$ cat src/rtl/gpio_port_pkg.sv
// Shared definitions for the sleep-clamped GPIO port.
// Assumes a 3-bit sleep mode code and 3-bit register offsets.
package gpio_port_pkg;

    typedef enum logic [2:0] {
        SM_RUN   = 3'd0,
        SM_IDLE  = 3'd1,
        SM_PDOWN = 3'd2,
        SM_PSAVE = 3'd3,
        SM_RSV4  = 3'd4,
        SM_RSV5  = 3'd5,
        SM_STBY  = 3'd6,
        SM_XSTBY = 3'd7
    } sleep_mode_e;

    localparam int OFF_DATA  = 0;
    localparam int OFF_DIR   = 1;
    localparam int OFF_PIN   = 2;
    localparam int OFF_IEN   = 3;
    localparam int OFF_FLAGS = 4;

    // True for the modes that clamp the inputs.
    function automatic logic is_deep(input logic [2:0] mode);
        sleep_mode_e m;
        m = sleep_mode_e'(mode);
        return (m == SM_PDOWN) || (m == SM_PSAVE) ||
               (m == SM_STBY)  || (m == SM_XSTBY);
    endfunction

endpackage

$ cat src/rtl/gpio_input_path.sv
// Input path: per-pin sleep clamp followed by a two-flop synchronizer.
// Assumes pad_in is asynchronous. The clamp is bypassed for enabled pins.
module gpio_input_path #(
    parameter int N = 8
) (
    input  logic         clk,
    input  logic         rst_n,
    input  logic         deep,
    input  logic [N-1:0] ien,
    input  logic [N-1:0] pad_in,
    output logic [N-1:0] pin_sync
);
    logic [N-1:0] gated;
    logic [N-1:0] s1_q;
    logic [N-1:0] s2_q;

    // Per-pin clamp: force to 0 in deep sleep unless the pin is enabled.
    for (genvar i = 0; i < N; i++) begin : g_clamp
        assign gated[i] = pad_in[i] & ~(deep & ~ien[i]);

        a_r5_clamp_low: assert property (@(posedge clk) disable iff (!rst_n)
            (deep && !ien[i]) |=> !s1_q[i]);
    end

    // Two synchronizer stages.
    always_ff @(posedge clk) begin
        if (!rst_n) begin
            s1_q <= '0;
            s2_q <= '0;
        end else begin
            s1_q <= gated;
            s2_q <= s1_q;
        end
    end

    assign pin_sync = s2_q;

endmodule

$ cat src/rtl/gpio_change_det.sv
// Any-change detector: sets a sticky per-pin flag on a difference between
// successive synchronized samples. A clear mask removes flags, and a new
// change takes priority over a clear in the same cycle.
module gpio_change_det #(
    parameter int N = 8
) (
    input  logic         clk,
    input  logic         rst_n,
    input  logic [N-1:0] cur,
    input  logic [N-1:0] clr,
    output logic [N-1:0] flags
);
    logic [N-1:0] prev_q;
    logic [N-1:0] flags_q;

    // Remember the previous sample and update the sticky flags.
    always_ff @(posedge clk) begin
        if (!rst_n) begin
            prev_q  <= '0;
            flags_q <= '0;
        end else begin
            prev_q  <= cur;
            flags_q <= (flags_q & ~clr) | (cur ^ prev_q);
        end
    end

    assign flags = flags_q;

    // every change shows up in the flags.
    a_r7_change_sets: assert property (@(posedge clk) disable iff (!rst_n)
        1'b1 |=> ((flags_q & $past(cur ^ prev_q)) == $past(cur ^ prev_q)));

    // flags stay set unless cleared.
    a_r7_sticky: assert property (@(posedge clk) disable iff (!rst_n)
        1'b1 |=> ((flags_q & $past(flags_q & ~clr)) == $past(flags_q & ~clr)));

    // a cleared flag with no new change reads 0.
    a_r8_clear: assert property (@(posedge clk) disable iff (!rst_n)
        1'b1 |=> ((flags_q & $past(clr & ~(cur ^ prev_q))) == '0));

endmodule

$ cat src/rtl/gpio_regs.sv
// Register file and read mux for the port: data, direction, enable.
// Assumes a single-cycle write strobe. Reads are combinational.
module gpio_regs #(
    parameter int N  = 8,
    parameter int AW = 3
) (
    input  logic          clk,
    input  logic          rst_n,
    input  logic          wr_en,
    input  logic [AW-1:0] addr,
    input  logic [N-1:0]  wdata,
    input  logic [N-1:0]  pin_val,
    input  logic [N-1:0]  flag_val,
    output logic [N-1:0]  data_q,
    output logic [N-1:0]  dir_q,
    output logic [N-1:0]  ien_q,
    output logic [N-1:0]  flag_clr,
    output logic [N-1:0]  rdata
);
    import gpio_port_pkg::*;

    logic wr_data, wr_dir, wr_pin, wr_ien, wr_flags;

    assign wr_data  = wr_en && (addr == AW'(OFF_DATA));
    assign wr_dir   = wr_en && (addr == AW'(OFF_DIR));
    assign wr_pin   = wr_en && (addr == AW'(OFF_PIN));
    assign wr_ien   = wr_en && (addr == AW'(OFF_IEN));
    assign wr_flags = wr_en && (addr == AW'(OFF_FLAGS));

    assign flag_clr = wr_flags ? wdata : '0;

    // Writable registers; a pin-offset write toggles the data register.
    always_ff @(posedge clk) begin
        if (!rst_n) begin
            data_q <= '0;
            dir_q  <= '0;
            ien_q  <= '0;
        end else begin
            if (wr_data)     data_q <= wdata;
            else if (wr_pin) data_q <= data_q ^ wdata;
            if (wr_dir)      dir_q  <= wdata;
            if (wr_ien)      ien_q  <= wdata;
        end
    end

    // Read mux by offset.
    always_comb begin
        case (addr)
            AW'(OFF_DATA):  rdata = data_q;
            AW'(OFF_DIR):   rdata = dir_q;
            AW'(OFF_PIN):   rdata = pin_val;
            AW'(OFF_IEN):   rdata = ien_q;
            AW'(OFF_FLAGS): rdata = flag_val;
            default:        rdata = '0;
        endcase
    end

    // a toggle write inverts exactly the selected data bits.
    a_r9_toggle: assert property (@(posedge clk) disable iff (!rst_n)
        wr_pin |=> (data_q == ($past(data_q) ^ $past(wdata))));

endmodule

$ cat src/rtl/gpio_sleep_port.sv
// Top of the sleep-clamped GPIO port: wires the register file, the
// input path and the change detector, and forms the pad controls.
// Assumes the pads resolve pad_out, pad_oe and pad_pu externally.
module gpio_sleep_port #(
    parameter int N  = 8,
    parameter int AW = 3
) (
    input  logic          clk,
    input  logic          rst_n,
    input  logic          wr_en,
    input  logic [AW-1:0] addr,
    input  logic [N-1:0]  wdata,
    output logic [N-1:0]  rdata,
    input  logic [2:0]    sleep_mode,
    input  logic [N-1:0]  pad_in,
    output logic [N-1:0]  pad_out,
    output logic [N-1:0]  pad_oe,
    output logic [N-1:0]  pad_pu,
    output logic          irq
);
    import gpio_port_pkg::*;

    logic [N-1:0] data_q, dir_q, ien_q, flag_clr, pin_sync, flags;
    logic         deep;

    assign deep = is_deep(sleep_mode);

    gpio_regs #(.N(N), .AW(AW)) u_regs (
        .clk(clk), .rst_n(rst_n), .wr_en(wr_en), .addr(addr), .wdata(wdata),
        .pin_val(pin_sync), .flag_val(flags), .data_q(data_q), .dir_q(dir_q),
        .ien_q(ien_q), .flag_clr(flag_clr), .rdata(rdata)
    );

    gpio_input_path #(.N(N)) u_in (
        .clk(clk), .rst_n(rst_n), .deep(deep), .ien(ien_q),
        .pad_in(pad_in), .pin_sync(pin_sync)
    );

    gpio_change_det #(.N(N)) u_det (
        .clk(clk), .rst_n(rst_n), .cur(pin_sync), .clr(flag_clr), .flags(flags)
    );

    // Pad controls and interrupt.
    assign pad_oe  = dir_q;
    assign pad_out = data_q & dir_q;
    assign pad_pu  = data_q & ~dir_q;
    assign irq     = |(flags & ien_q);

    // pull-up and drive never together on one pin.
    a_r3_pu_excl: assert property (@(posedge clk) disable iff (!rst_n)
        (pad_pu & pad_oe) == '0);

endmodule

$ cat config.mk
export PLATFORM = sky130hd
export DESIGN_NAME = gpio_sleep_port
export DESIGN_NICKNAME = d
export VERILOG_FILES = /design/src/rtl/gpio_port_pkg.sv /design/src/rtl/gpio_input_path.sv /design/src/rtl/gpio_change_det.sv /design/src/rtl/gpio_regs.sv /design/src/rtl/gpio_sleep_port.sv
export SDC_FILE = /design/constraint.sdc
export NUM_CORES = 1
export LEC_CHECK = 0
export BUFFER_PORTS_ARGS = -buffer_cell sky130_fd_sc_hd__buf_2
export CORE_ASPECT_RATIO = 0.7
export CORE_MARGIN = 2
export CORE_UTILIZATION = 55
export DETAILED_ROUTE_END_ITERATION = 10
export PLACE_DENSITY_LB_ADDON = 0.15
export SLEW_MARGIN = 0
export SYNTH_ARGS = -nofsm -noshare
export SYNTH_HDL_FRONTEND = slang
export SYNTH_SLANG_ARGS = --single-unit
export TNS_END_PERCENT = 30
$ cat constraint.sdc
create_clock -name clk -period 3.3 [get_ports clk]
set_clock_uncertainty 0.05 [all_clocks]
set_input_delay 0.495 -clock clk [delete_from_list [all_inputs] [get_ports clk]]
set_output_delay 0.495 -clock clk [all_outputs]
set_load 0.05 [all_outputs]
# After elaboration in Yosys (flattened, before gate mapping)
# Index checks and enable logic that the tools add are counted.
word_totals:
  regBits: 56
  input_bits: 25
op_classes:
  n_reduce_logical: 11
  n_bitwise: 41
  eq_ne: 8
  n_mux: 4
ops:
  columns: ["cell", "count"]
  rows:
  - ["$pmux 8 s5", 1]
  - ["$and 8x8->8", 4]
  - ["$mux 8", 3]
  - ["$and 1x1->1", 16]
  - ["$not 1->1", 16]
  - ["$not 8->8", 2]
  - ["$xor 8x8->8", 2]
  - ["$eq 3x2->1 const B", 4]
  - ["$eq 3x3->1 const B", 3]
  - ["$or 8x8->8", 1]
  - ["$reduce_or 8->1", 1]
  - ["$logic_and 1x1->1", 5]
  - ["$eq 3x1->1 const B", 1]
  - ["$logic_not 3->1", 1]
  - ["$logic_or 1x1->1", 3]
  - ["$reduce_bool 2->1", 1]

# Longest topological paths before layout
# Gate-level depths: netlist of the first run.
logic_depth:
  depth_word: 7
  mapped_depth: 6

# Modules after synthesis
# From an unflattened synthesis of the first run, not the netlist that was laid out.
unflattened:
  hier_cells: 292
  hier_area_um2: 2645.0
modules_own_cells:
  columns: ["mod", "n_inst", "area_per_inst_um2", "cells_each"]
  rows:
  - ["gpio_regs", 1, 1408.9, 171]
  - ["gpio_change_det", 1, 569.3, 49]
  - ["gpio_input_path", 1, 526.8, 50]
  - ["gpio_sleep_port", 1, 140.1, 22]

# Worst setup path before layout of the first run
# No wires, ideal clock.
synth_timing:
  kind: "input to output"
  from: "input port addr[1]"
  to: "output port rdata[4]"
  cell_stages: 4
  path_buffers: 2
  t_required_ps: 2755
  path_slack_ps: 774
  arrival_time_ps: 1981
  cell_sequence: "buf_2 > buf_1 > mux2i_1 > o221ai_1"
synth_between:
  elab_chain_cells: 2
synth_rtl:
  columns: ["item", "line", "text"]
  rows:
  - ["start, declared", "gpio_sleep_port.sv:11", "input logic [AW-1:0] addr,"]
  - ["$eq 3x3->1 (tied with other cells)", "gpio_regs.sv:48", "case (addr)"]
  - ["$pmux 8 s5 (*)", "gpio_regs.sv:48", null]
  - ["end, declared", "gpio_sleep_port.sv:13", "output logic [N-1:0] rdata,"]
# Mark *: on every way between the ends. The rest lies on a longest branch, timed or not.

# Final worst setup path of the first run
# Ends and elaborated chain as after synthesis.

==> results of run 1 <==
[registers in the layout, summed over array words and instances, names as in the netlist]
register,count
u_in.s1_q,8
u_regs.dir_q,8
u_det.prev_q,8
u_det.flags,8
u_in.pin_sync,8
u_regs.data_q,8
u_regs.ien_q,8
[worst max-delay path: stages]
cell and delay (ns):
buf_2 0.26, nor3b_1 0.72, nand2_1 0.12, o221ai_1 0.11
buf_2 0.30
[synthesized netlist by cell type, types with 5 or more instances]
cell	instances	share of area [%]
and2_1	24	5.9
a21boi_0	8	2.4
a21oi_1	16	3.2
clkbuf_1	12	1.8
nand2_1	25	3.7
a21o_1	5	1.5
nor2b_1	8	2.0
mux2_2	8	3.6
o21ai_0	18	3.6
nand3_1	16	3.2
xor2_1	8	2.8
inv_1	16	2.4
o22ai_1	14	3.5
dfxtp_1	56	44
mux2i_1	16	6.3
o21a_1	10	3.0
[layer usage]
metal	vias to the layer above	share of wire [%]	track usage, %
met2	58	45	36.27
met5	-	0	0
met4	0	2.0	6.803
li1	1060	-	-
met1	1004	47	27.04
met3	14	5.9	5.986
[worst paths after layout]
kind                            to  slack, ns
setup / recovery          rdata[4]       0.74
setup reg to reg  u_regs.data_q[0]       2.27
hold reg to reg   u_in.pin_sync[7]       0.39
hold / removal        u_in.s1_q[2]       0.33
[logic make-up (layout without fill, tap and decap cells)]
logic type,Yosys count,in the layout,share of synthesized area (%)
multiplexers,24,24,9.896
buffers and inverters,36,82,6.333
AO/OA/AOI/OAI,76,76,18.56
AND/OR/NAND/NOR,83,83,18.11
XOR/XNOR,8,8,2.771
flip-flops,56,56,44.33
[power breakdown]
| group | leakage (nW) | switching (W) | internal (W) |
|---|---|---|---|
| logic | 0.845 | 0.000103 | 0.0000577 |
| clock network | 0.0445 | 0.000233 | 0.000151 |
| registers | 0.456 | 0.0000193 | 0.000698 |
| total | 1.34 | 0.000356 | 0.000907 |
[per-stage QoR]
stage                     area, um^2  utilization [%]  setup WS [ns]  std cells  hold slack [ns]
after detailed placement        2795            63.83         0.7840        376           0.3679
after global routing            2885            65.89         0.6740        384           0.3229
after floorplan                 2529                -         0.7738        283           0.3619
after CTS                       2885            65.89         0.7747        384           0.3208
after global placement          2795            63.83         0.8202        376           0.3630
final                           2885            65.89         0.7379        384           0.3296
[cell type report]
type | instances | share of cell area [%]
Tap cell | 55 | 2.385
Sequential cell | 56 | 38.86
Inverter | 16 | 2.082
Clock inverter | 3 | 0.7372
Multi-Input combinational cell | 191 | 43.24
Timing Repair Buffer | 58 | 10.32
Clock buffer | 5 | 2.385
==> results, run 1 <==
- The area of combinational cells with multiple inputs is 1247 um^2.
- The number of optimization iterations in the first detailed-route pass is 4.
- Of all nets on the critical path, the largest fanout is 24.
- The run finished with clean final reports.
- The clock transition at the registers of the reported paths is 0.10 ns.
- The total overflow left after global routing is 0.
- The synthesis-to-layout area growth is 14.10%.
- The clock tree from TritonCTS is done.
- The root buffer cell chosen for the clock tree is clkbuf_8.
- The area taken by flip-flops and latches is 1121 um^2.
- Across the run, the number of max-cap violations was 0.
- The element type at the critical path start is an input pin.
- For this block, the routed nets add up to 5536 um of wire.
- STA classifies the critical path endpoint as a primary output.
- Overall power consumption after layout is estimated at 0.001263 W.
- The number of buffers added on ports is 55.
- Entering global routing, the biggest net connects 25 pins.
- For this run, the total global-route usage over all layers was measured as 21.37%.
- The ratio of routed vias to standard cells is 5.563.
- The number of max-slew violations in the final report was 0.
- For the worst-skew pair, the clock arrives at the later sink with an insertion delay of 0.32 ns.
- The H-tree was split into 2 levels.
- During synthesis, Yosys emitted a total of 0 warnings.
- The net count after synthesis is 308.
- The arrival time at the worst endpoint is 2.02 ns.
- The clock sink total is 56.
- The area of the placeable core is 4379 um^2.
- The number of antenna violations at the first check in global routing came to 0.
- The share of synthesized registers carrying an async set or reset is 0%.
- The hold-critical path depth is 3.
- Yosys mapped a number of flops with a built-in enable equal to 0.
- The number of global-route vias before repair is 1838.
- The net count of the finished layout is 353.
- Summed over all cells, the static leakage comes to 1.345 nW.
- The register bit count reported by yosys is 56.
- After layout, the minimum clock period comes to 2.562 ns.
- The path class of the tightest hold or removal check is in -> reg.
- The layout filler cell count is 385.
- The worst setup path is of the in -> out kind.
- The worst-case reg-to-reg path depth is 2.
- The number of setup violations in the final report is 0.
- The number of buffers on the longest clock path is 2.
- The starting DRC count in detailed routing is 94.
- The number of buffers created by CTS is 5.
- The floorplan die area is 5165 um^2.
- The wire length of the first global-routing pass is 8618 um.
- Hold repair after CTS inserted 0 buffers.
- The critical path starts at addr[1].
- In the routed design, unresolved DRC markers number 0.
- The average routed wire per standard cell is 14.42 um.
- The final-report hold violation count is 0.
- The floorplan step set the die height to 60.73 um.
- In the layout the commonest cells are 56 x dfxtp_1, 55 x buf_2, 25 x nand2_1.
- In this run, post-CTS repair resized a total of 0 instances.
- A synthesized cell averages 8.935 um^2.
- The post-route clock period utilization is 77.64%.
- The cell count after synthesis is 283.
- Setup repair after global routing left no endpoint under its margin.
- The measured slew at the worst slew-check pin is 0.8015 ns.
- For this configuration, the core starts out at a cell density of 57.74%.
- The launch point of the worst hold path is pad_in[2].
- The commonest non-fill, non-tap cell in the layout is dfxtp_1.
- The fraction of the yosys area taken by sequential cells is 44.33%.
- The number of diodes added for antenna fixing is 0.
- The number of distinct standard cells referenced by the synthesized netlist is 30.
- The worst slew margin relative to its limit is 46.45%.
- Detailed placement ended at an HPWL of 3983 um.
- Among all flip-flop cells after synthesis, the most frequent one is dfxtp_1.
- Static timing analysis puts the maximum clock frequency at 390.3 MHz.
- The maximum VDD drop is 0.0002800 V.
- At the worst endpoint, the required time is 2.75 ns.
- The post-route netlist has 23.10% of its cells at a drive strength greater than 1.
- The via count of the routed design is 2136.
- The width of the chip is 85.05 um.
- Pin placement for this block handled 58 I/O pins.
- After routing, the total negative slack on setup checks comes to 0 ns.
- The summed instance area of the synthesized netlist is 2529 um^2.
- The launching point of the worst reg2reg path is u_regs.data_q[0].
- The number of antenna-violating nets in the routed design is 0.
- The standard-cell row count is 20.
- The final weighted congestion in routability-driven placement is 0.8524.
- The buffer count from post-CTS setup fixing is 0.
- Dividing total power by cell area gives a power density of 437.7 nW/um^2.
Power figures use the tool's default switching activity.
==> run 2, diff against run 1 <==
--- a/config.mk
+++ b/config.mk
@@ -5,10 +5,11 @@
 export SDC_FILE = /design/constraint.sdc
 export NUM_CORES = 1
 export LEC_CHECK = 0
+export ABC_AREA = 1
 export BUFFER_PORTS_ARGS = -buffer_cell sky130_fd_sc_hd__buf_2
 export CORE_ASPECT_RATIO = 0.7
 export CORE_MARGIN = 2
-export CORE_UTILIZATION = 55
+export CORE_UTILIZATION = 54
 export DETAILED_ROUTE_END_ITERATION = 10
 export PLACE_DENSITY_LB_ADDON = 0.15
 export SLEW_MARGIN = 0
==> constraint.sdc (replaced) <==
create_clock -name clk -period 2.7 [get_ports clk]
set_clock_uncertainty 0.05 [all_clocks]
set_input_delay 0.405 -clock clk [delete_from_list [all_inputs] [get_ports clk]]
set_output_delay 0.405 -clock clk [all_outputs]
set_load 0.05 [all_outputs]
==> run 2 against run 1 <==
  * Register-to-register slack got worse by 0.38 ns
  * Die area rose by 5.3%
  * Wire length rose by 13%
  * Clock-buffer cell count did not move
  * Global-route usage rose by 3.0 points
  * Highest routed layer unchanged
==> results, run 2 <==
- The register bit count reported by yosys was 56 (unchanged).
- By count the netlist is led by 125 x nand2_1, 63 x nor2_1, 58 x inv_1.
- The width of the chip is 87.28 um (+2.6%).
- The number of top-level pins is 58 (unchanged).
- The arrival time at the worst endpoint was 1.72 ns (-0.30 ns).
- The clock transition at the registers of the reported paths is 0.10 ns (about the same).
- In the layout the commonest cells are 125 x nand2_1, 63 x nor2_1, 58 x inv_1.
- The number of antenna violations at the first check in global routing was 0 (unchanged).
- The final weighted congestion in routability-driven placement was 0.8822 (+3.5%).
- The number of max-slew violations in the final report was 0 (unchanged).
- The sequential share of power is 51.1% (-5.7 points).
- The number of enable-type register cells in the synthesized netlist came to 0 (unchanged).
- The element type at the critical path start is an input pin.
- The run finished with clean final reports.
- The floorplan die area is 5436 um^2 (+5.3%).
- The starting density of the core is 55.42% (-2.3 points).
- The met2 usage is 37.12% (+0.85 points).
- The net count after synthesis was 426 (+38%).
- The global routing's busiest layer is met2.
- The timing startpoint of the critical path is addr[1].
- In the post-synthesis netlist, the biggest area contributors are dfxtp_1 43%, nand2_1 18%, nor2_1 9.0%.
- The top-area cell type share of the netlist area is 42.77% (-1.6 points).
- The number of standard cells in the layout, taps in and fillers out was 510 (+33%).
- The met1 layer usage reported by global route is 34.51% (+7.5 points).
- The starting DRC count in detailed routing is 196 (+110%).
- The maximum VDD drop came to 0.0003738 V (+33%).
- The highest attainable clock frequency is 459.3 MHz.
- The maximum fanout count along the critical path was 13 (-46%).
- Relative to the synthesized area, the layout overhead comes to 17.04%.
- The placed instance count is 503 (+34%).
- The detailed-route wire length is 6275 um (+13%).
- The class of the tightest hold or removal check is in -> reg.
- The switching share of total power is 25.36% (-2.8 points).
- The synthesized area per cell was 6.537 um^2 (-27%).
- The number of diodes added for antenna fixing was 0 (unchanged).
- The final-report hold violation count is 0 (unchanged).
- The met3 layer usage reported by global route is 6.117% (+0.13 points).
- The total half-perimeter wirelength after legalization and detailed placement is 4690 um (+18%).
- The clock sink total came to 56 (unchanged).
- The measured slew at the worst slew-check pin is 0.5490 ns (-0.2525 ns).
- The power density relative to cell area was 557.2 nW/um^2 (+27%).
- The number of antenna-violating nets in the routed design was 0 (unchanged).
- The library cell used most frequently in the layout, excluding fill and tap cells, is nand2_1.
- The switching power of the nets is 0.0004335 W (+22%).
- The standard-cell row count is 21 (+5.0%).
- The leakage dissipation was 1.570 nW (+17%).
- The number of buffers added on ports is 55 (unchanged).
- The leading register cell type out of synthesis is dfxtp_1.
- The remaining global-route overflow is 0 (unchanged).
- The design internal power is 0.001276 W (+41%).
- The average routed wire per standard cell is 12.30 um (-15%).
- The number of H-tree levels is 2 (unchanged).
- The number of hold buffers added after CTS came to 0 (unchanged).
- The maximum number of pins on one net before global-route repair is 24 (-4.0%).
- The pre-CTS setup slack came to 0.5260 ns (-0.2579 ns).
- The wire length of the first global-routing pass is 10360 um (+20%).
- TritonCTS built the clock tree.
- STA classifies the critical path endpoint as a primary output.
- The number of optimization iterations in the first detailed-route pass is 4 (unchanged).
- The max-cap violation count is 0 (unchanged).
- The number of buffers created by CTS is 5 (unchanged).
- nand2_1 is the most common cell in the netlist.
- The number of global-route vias before repair is 2252 (+23%).
- The number of distinct standard cells referenced by the synthesized netlist is 20 (-33%).
- The area of the placeable core is 4730 um^2 (+8.0%).
- The launching point of the worst reg2reg path is u_in.pin_sync[4].
- The kind of critical path is in -> out.
- The final net count came to 478 (+35%).
- Setup repair after global routing left no endpoint under its margin.
- The share of post-route cells with drive strength above 1 came to 16.11% (-7.0 points).
- The height of the die was 62.29 um (+2.6%).
- The number of buffers on the longest clock path was 2 (unchanged).
- The summed instance area of the synthesized netlist is 2621 um^2 (+3.7%).
- The count of unresolved DRC violations after routing is 0 (unchanged).
- The required time of the worst setup path was 2.25 ns (-0.50 ns).
- The buffer type at the clock tree root is clkbuf_8.
- The number of setup violations in the final report is 0 (unchanged).
- dfxtp_1 takes more of the synthesized area than any other cell.
- The fraction of power consumed by the clock network is 37.1% (+6.7 points).
- The worst setup slack after layout came to 0.5228 ns (-0.2151 ns).
- The relative contribution of combinational cells to total power is 11.8% (-0.9 points).
- The total routing resource utilization after global routing is 24.36% (+3.0 points).
- The layout filler cell count was 440 (+14%).
- The worst slew margin relative to its limit is 63.36% (+17 points).
- The launch point of the worst hold path is pad_in[6].
- The area of all placed cells without fillers is 3068 um^2 (+6.3%).
- The buffer count from post-CTS setup fixing is 0 (unchanged).
- The fraction of the yosys area taken by sequential cells is 42.77% (-1.6 points).
- The count of cells resized by post-cts repair is 0 (unchanged).
- The post-route setup TNS came to 0 ns (unchanged).
- The post-placement cell area is 2939 um^2 (+5.1%).
- Of the available clock period, the critical path in the final layout requires 80.64%.
- The clock latency on the worst-skew pair came to 0.31 ns (about the same).
- The via count of the routed design is 2570 (+20%).
- The cell count after synthesis is 401 (+42%).
- The ratio of routed vias to standard cells is 5.039 (-9.4%).
- The number of warning messages in the yosys log is 0 (unchanged).
- The core utilization of the finished layout came to 64.87% (-1.0 points).
- The share of synthesized registers carrying an async set or reset is 0% (unchanged).
- The time the worst path needs with I/O delays and setup is 2.177 ns.
## run 2: cell count changes after synthesis, moves of 13 or more
| cell | delta |
|---|---|
| nand2_1 | +100 |
| nor2_1 | +63 |
| inv_1 | +42 |
| and2_1 | -24 |
| mux2i_1 | -16 |
| o21ai_0 | -13 |
## run 2: through the flow
step | total power [W] | hold slack, ns
final | 0.001709 | 0.2455
after global placement | 0.001088 | 0.3446
after global routing | 0.001781 | 0.2383
after CTS | 0.001715 | 0.2389
after floorplan | 0.001030 | 0.3405
after detailed placement | 0.001094 | 0.3521
## run 2: layer usage
| metal | up-vias | routed length [um] |
|---|---|---|
| met1 | 1164 | 2858 |
| li1 | 1323 | - |
| met5 | - | 0 |
| met4 | 0 | 87 |
| met2 | 75 | 2847 |
| met3 | 8 | 481 |
## run 2: area by class of cell
class                   count  area, um^2  share of cell area [%]
multi-input cells         271        1212                   39.52
flip-flops and latches     56        1121                   36.54
repair buffers             60       312.8                   10.20
inverters                  59       221.5                   7.219
well taps                  57       71.32                   2.325
clock buffers               5       68.82                   2.243
clock inverters             2       60.06                   1.958
## run 2: critical path: stages
cell and delay [ns]:
buf_2 0.23, inv_1 0.14, nor2_1 0.38, nand2_1 0.09
o21ai_1 0.09, inv_1 0.05, nand2_1 0.08, buf_2 0.26
## run 2: power groups by stage
stage / Clock [W] / Sequential, W / Combinational (W)
floorplan: 0 / 0.000902 / 0.000128
global placement: 0 / 0.000892 / 0.000197
detailed placement: 0 / 0.000892 / 0.000201
CTS: 0.000639 / 0.000873 / 0.000202
global route: 0.000680 / 0.000877 / 0.000223
finish: 0.000634 / 0.000873 / 0.000202
## run 2: path summary, 6_finish.rpt
| path | to | slack [ns] | cells after the start |
|---|---|---|---|
| min | u_in.s1_q[6] | 0.25 | 3 |
| max | rdata[3] | 0.52 | 8 |
| max reg2reg | u_det.flags[4] | 1.89 | 2 |
| min reg2reg | u_in.pin_sync[7] | 0.37 | 2 |
## run 2: kinds of logic (layout without fill, tap and decap cells)
kind of cell	after synthesis	count (layout)	share of synthesized area (%)
DFF	56	56	42.77
AOI/OAI and AO/OA	35	35	6.778
and+or+nand+nor	228	228	36.80
xor gates and xnor gates	8	8	2.673
buffers and inverters	74	126	10.98
==> run 3, diff against run 2 <==
==> constraint.sdc (replaced) <==
create_clock -name clk -period 2.2 [get_ports clk]
set_clock_uncertainty 0.05 [all_clocks]
set_input_delay 0.33 -clock clk [delete_from_list [all_inputs] [get_ports clk]]
set_output_delay 0.33 -clock clk [all_outputs]
set_load 0.05 [all_outputs]
==> run 3 against run 2 <==
  * Global-route usage fell by 1.0 points
  * Wire length down 4.8%
  * Total power grew 10%
  * Sequential power up 23%
  * Clock-buffer cell count grew 1
  * Clock power fell by 10%
  * Sequential share of layout area grew 0.39 points
  * Worst setup slack worse by 0.23 ns
  * Utilization shrank 0.69 points
==> results, run 3 (synthesis gave the netlist of run 2 again) <==
- The max-cap violation count is 0 (unchanged).
- The standard-cell row count is 21 (unchanged).
- The final net count is 479 (+0.21%).
- The share of post-route cells with drive strength above 1 is 16.26% (+0.15 points).
- STA classifies the critical path startpoint as an input pin.
- The maximum VDD drop came to 0.0004051 V (+8.4%).
- The commonest non-fill, non-tap cell in the layout is nand2_1.
- The detailed-route wire length is 5976 um (-4.8%).
- The highest attainable clock frequency is 523.7 MHz.
- The clock sink total is 56 (unchanged).
- The buffer count from post-CTS setup fixing is 0 (unchanged).
- Of the available clock period, the critical path in the final layout requires 86.80%.
- The starting density of the core was 55.42% (unchanged).
- The number of antenna violations at the first check in global routing was 0 (unchanged).
- The number of buffers created by CTS is 5 (unchanged).
- The number of setup violations in the final report is 0 (unchanged).
- The number of top-level pins is 58 (unchanged).
- In the layout the commonest cells are 125 x nand2_1, 63 x nor2_1, 58 x inv_1.
- The required time of the worst setup path was 1.82 ns (-0.43 ns).
- Setup repair after global routing left no endpoint under its margin.
- The number of hold buffers added after CTS is 0 (unchanged).
- TritonCTS built the clock tree.
- The clock latency on the worst-skew pair is 0.31 ns (about the same).
- The final weighted congestion in routability-driven placement is 0.8734 (-1.0%).
- The signal on the critical path passes through buf_2, inv_1, nor2_1, buf_4, nand2_1, o21ai_0, inv_1, nand2_1, buf_2.
- The worst setup slack after layout is 0.2903 ns (-0.2324 ns).
- The clock transition at the registers of the reported paths is 0.10 ns (about the same).
- The number of optimization iterations in the first detailed-route pass is 4 (unchanged).
- The count of cells resized by post-cts repair is 0 (unchanged).
- The path class of the tightest hold or removal check is in -> reg.
- The number of diodes added for antenna fixing came to 0 (unchanged).
- The starting DRC count in detailed routing came to 131 (-33%).
- The arrival time at the worst endpoint is 1.53 ns (-0.19 ns).
- The number of H-tree levels is 2 (unchanged).
- The total routing resource utilization after global routing was 23.36% (-1.0 points).
- The synthesis-to-layout area growth is 15.80%.
- The total half-perimeter wirelength after legalization and detailed placement was 4653 um (-0.79%).
- The post-route setup TNS is 0 ns (unchanged).
- The kind of critical path is in -> out.
- The endpoint kind of the worst setup timing path is a primary output.
- The pre-CTS setup slack is 0.3100 ns (-0.2160 ns).
- The number of max-slew violations in the final report was 0 (unchanged).
- The number of buffers on the longest clock path came to 2 (unchanged).
- The leakage dissipation is 1.551 nW (-1.1%).
- The cell sitting at the root of the clock tree is a clkbuf_8.
- The worst slew margin relative to its limit is 66.12% (+2.8 points).
- The measured slew at the worst slew-check pin is 0.5076 ns (-0.04140 ns).
- The height of the die is 62.29 um (unchanged).
- The peak per-stage delay on the critical path is 0.25 ns (-0.13 ns).
- The count of unresolved DRC violations after routing is 0 (unchanged).
- The wire length of the first global-routing pass was 10080 um (-2.7%).
- The final-report hold violation count is 0 (unchanged).
- The flow ran to the end, and the final reports show no timing, DRC or antenna violations.
- The number of global-route vias before repair came to 2213 (-1.7%).
- The routed design could run at a clock period as short as 1.910 ns.
- The average routed wire per standard cell came to 11.67 um (-5.1%).
- The via count of the routed design is 2532 (-1.5%).
- The sum of buffers and inverters on the critical path is 5 (+1).
- The cell with the largest stage delay on the worst path is buf_2.
- The power density relative to cell area is 621.3 nW/um^2 (+12%).
- The area of the placeable core came to 4730 um^2 (unchanged).
- The number of buffers added on ports was 55 (unchanged).
- The remaining global-route overflow is 0 (unchanged).
- The ratio of routed vias to standard cells is 4.945 (-1.9%).
- The maximum number of pins on one net before global-route repair was 27 (+13%).
- The maximum fanout count along the critical path is 13 (unchanged).
- Grouping stages by cell kind, the critical path spends the most delay in buffers and inverters.
- The floorplan die area is 5436 um^2 (unchanged).
- The number of antenna-violating nets in the routed design is 0 (unchanged).
- The width of the chip is 87.28 um (unchanged).
[run 3: layer usage]
layer	vias up	global-route usage [%]	share of wire [%]
met5	-	0	0
met4	0	6.731	1.3
met3	7	4.654	6.5
met2	74	35.70	45
met1	1129	33.36	47
li1	1322	-	-
[run 3: worst register-to-register path: cells and delay by family (launching register included)]
family / cells / cell delay [ns]
flip-flops: 1 / 0.41
XOR/XNOR: 1 / 0.14
AO/OA/AOI/OAI: 1 / 0.08
[run 3: path summary, 6_finish.rpt]
check,start,cells after the start,slack (ns),to
worst min register to register,u_in.s1_q[3],2,0.37,u_in.pin_sync[3]
worst max register to register,u_in.pin_sync[4],2,1.39,u_det.flags[4]
worst max-delay path,addr[1],9,0.29,rdata[7]
worst min-delay path,pad_in[7],3,0.17,u_in.s1_q[7]
[run 3: metrics by stage]
step / util (%) / hold slack [ns] / total power (W) / cell area, um^2 / std cells
2_1_floorplan: - / 0.3405 / 0.001264 / 2621 / 401
5_1_grt: 64.18 / 0.1639 / 0.001964 / 3035 / 512
6_report: 64.18 / 0.1702 / 0.001886 / 3035 / 512
4_1_cts: 64.18 / 0.1645 / 0.001899 / 3035 / 512
3_5_place_dp: 62.30 / 0.3519 / 0.001342 / 2947 / 504
3_3_place_gp: 62.30 / 0.3443 / 0.001336 / 2947 / 504
[run 3: report_power, final]
group	switching, W	internal [W]	leakage, nW
clock network	0.000340	0.000227	0.0414
registers	0.0000248	0.00105	0.456
logic	0.000174	0.0000719	1.05
total	0.000539	0.00135	1.55
[run 3: cell type report]
class                   instances  area, um^2
fillers                       459        1694
well taps                      57       71.32
inverters                      59       221.5
clock buffers                   6       72.57
flip-flops and latches         56        1121
repair buffers                 61       320.3
clock inverters                 2       16.27
multi-input cells             271        1212
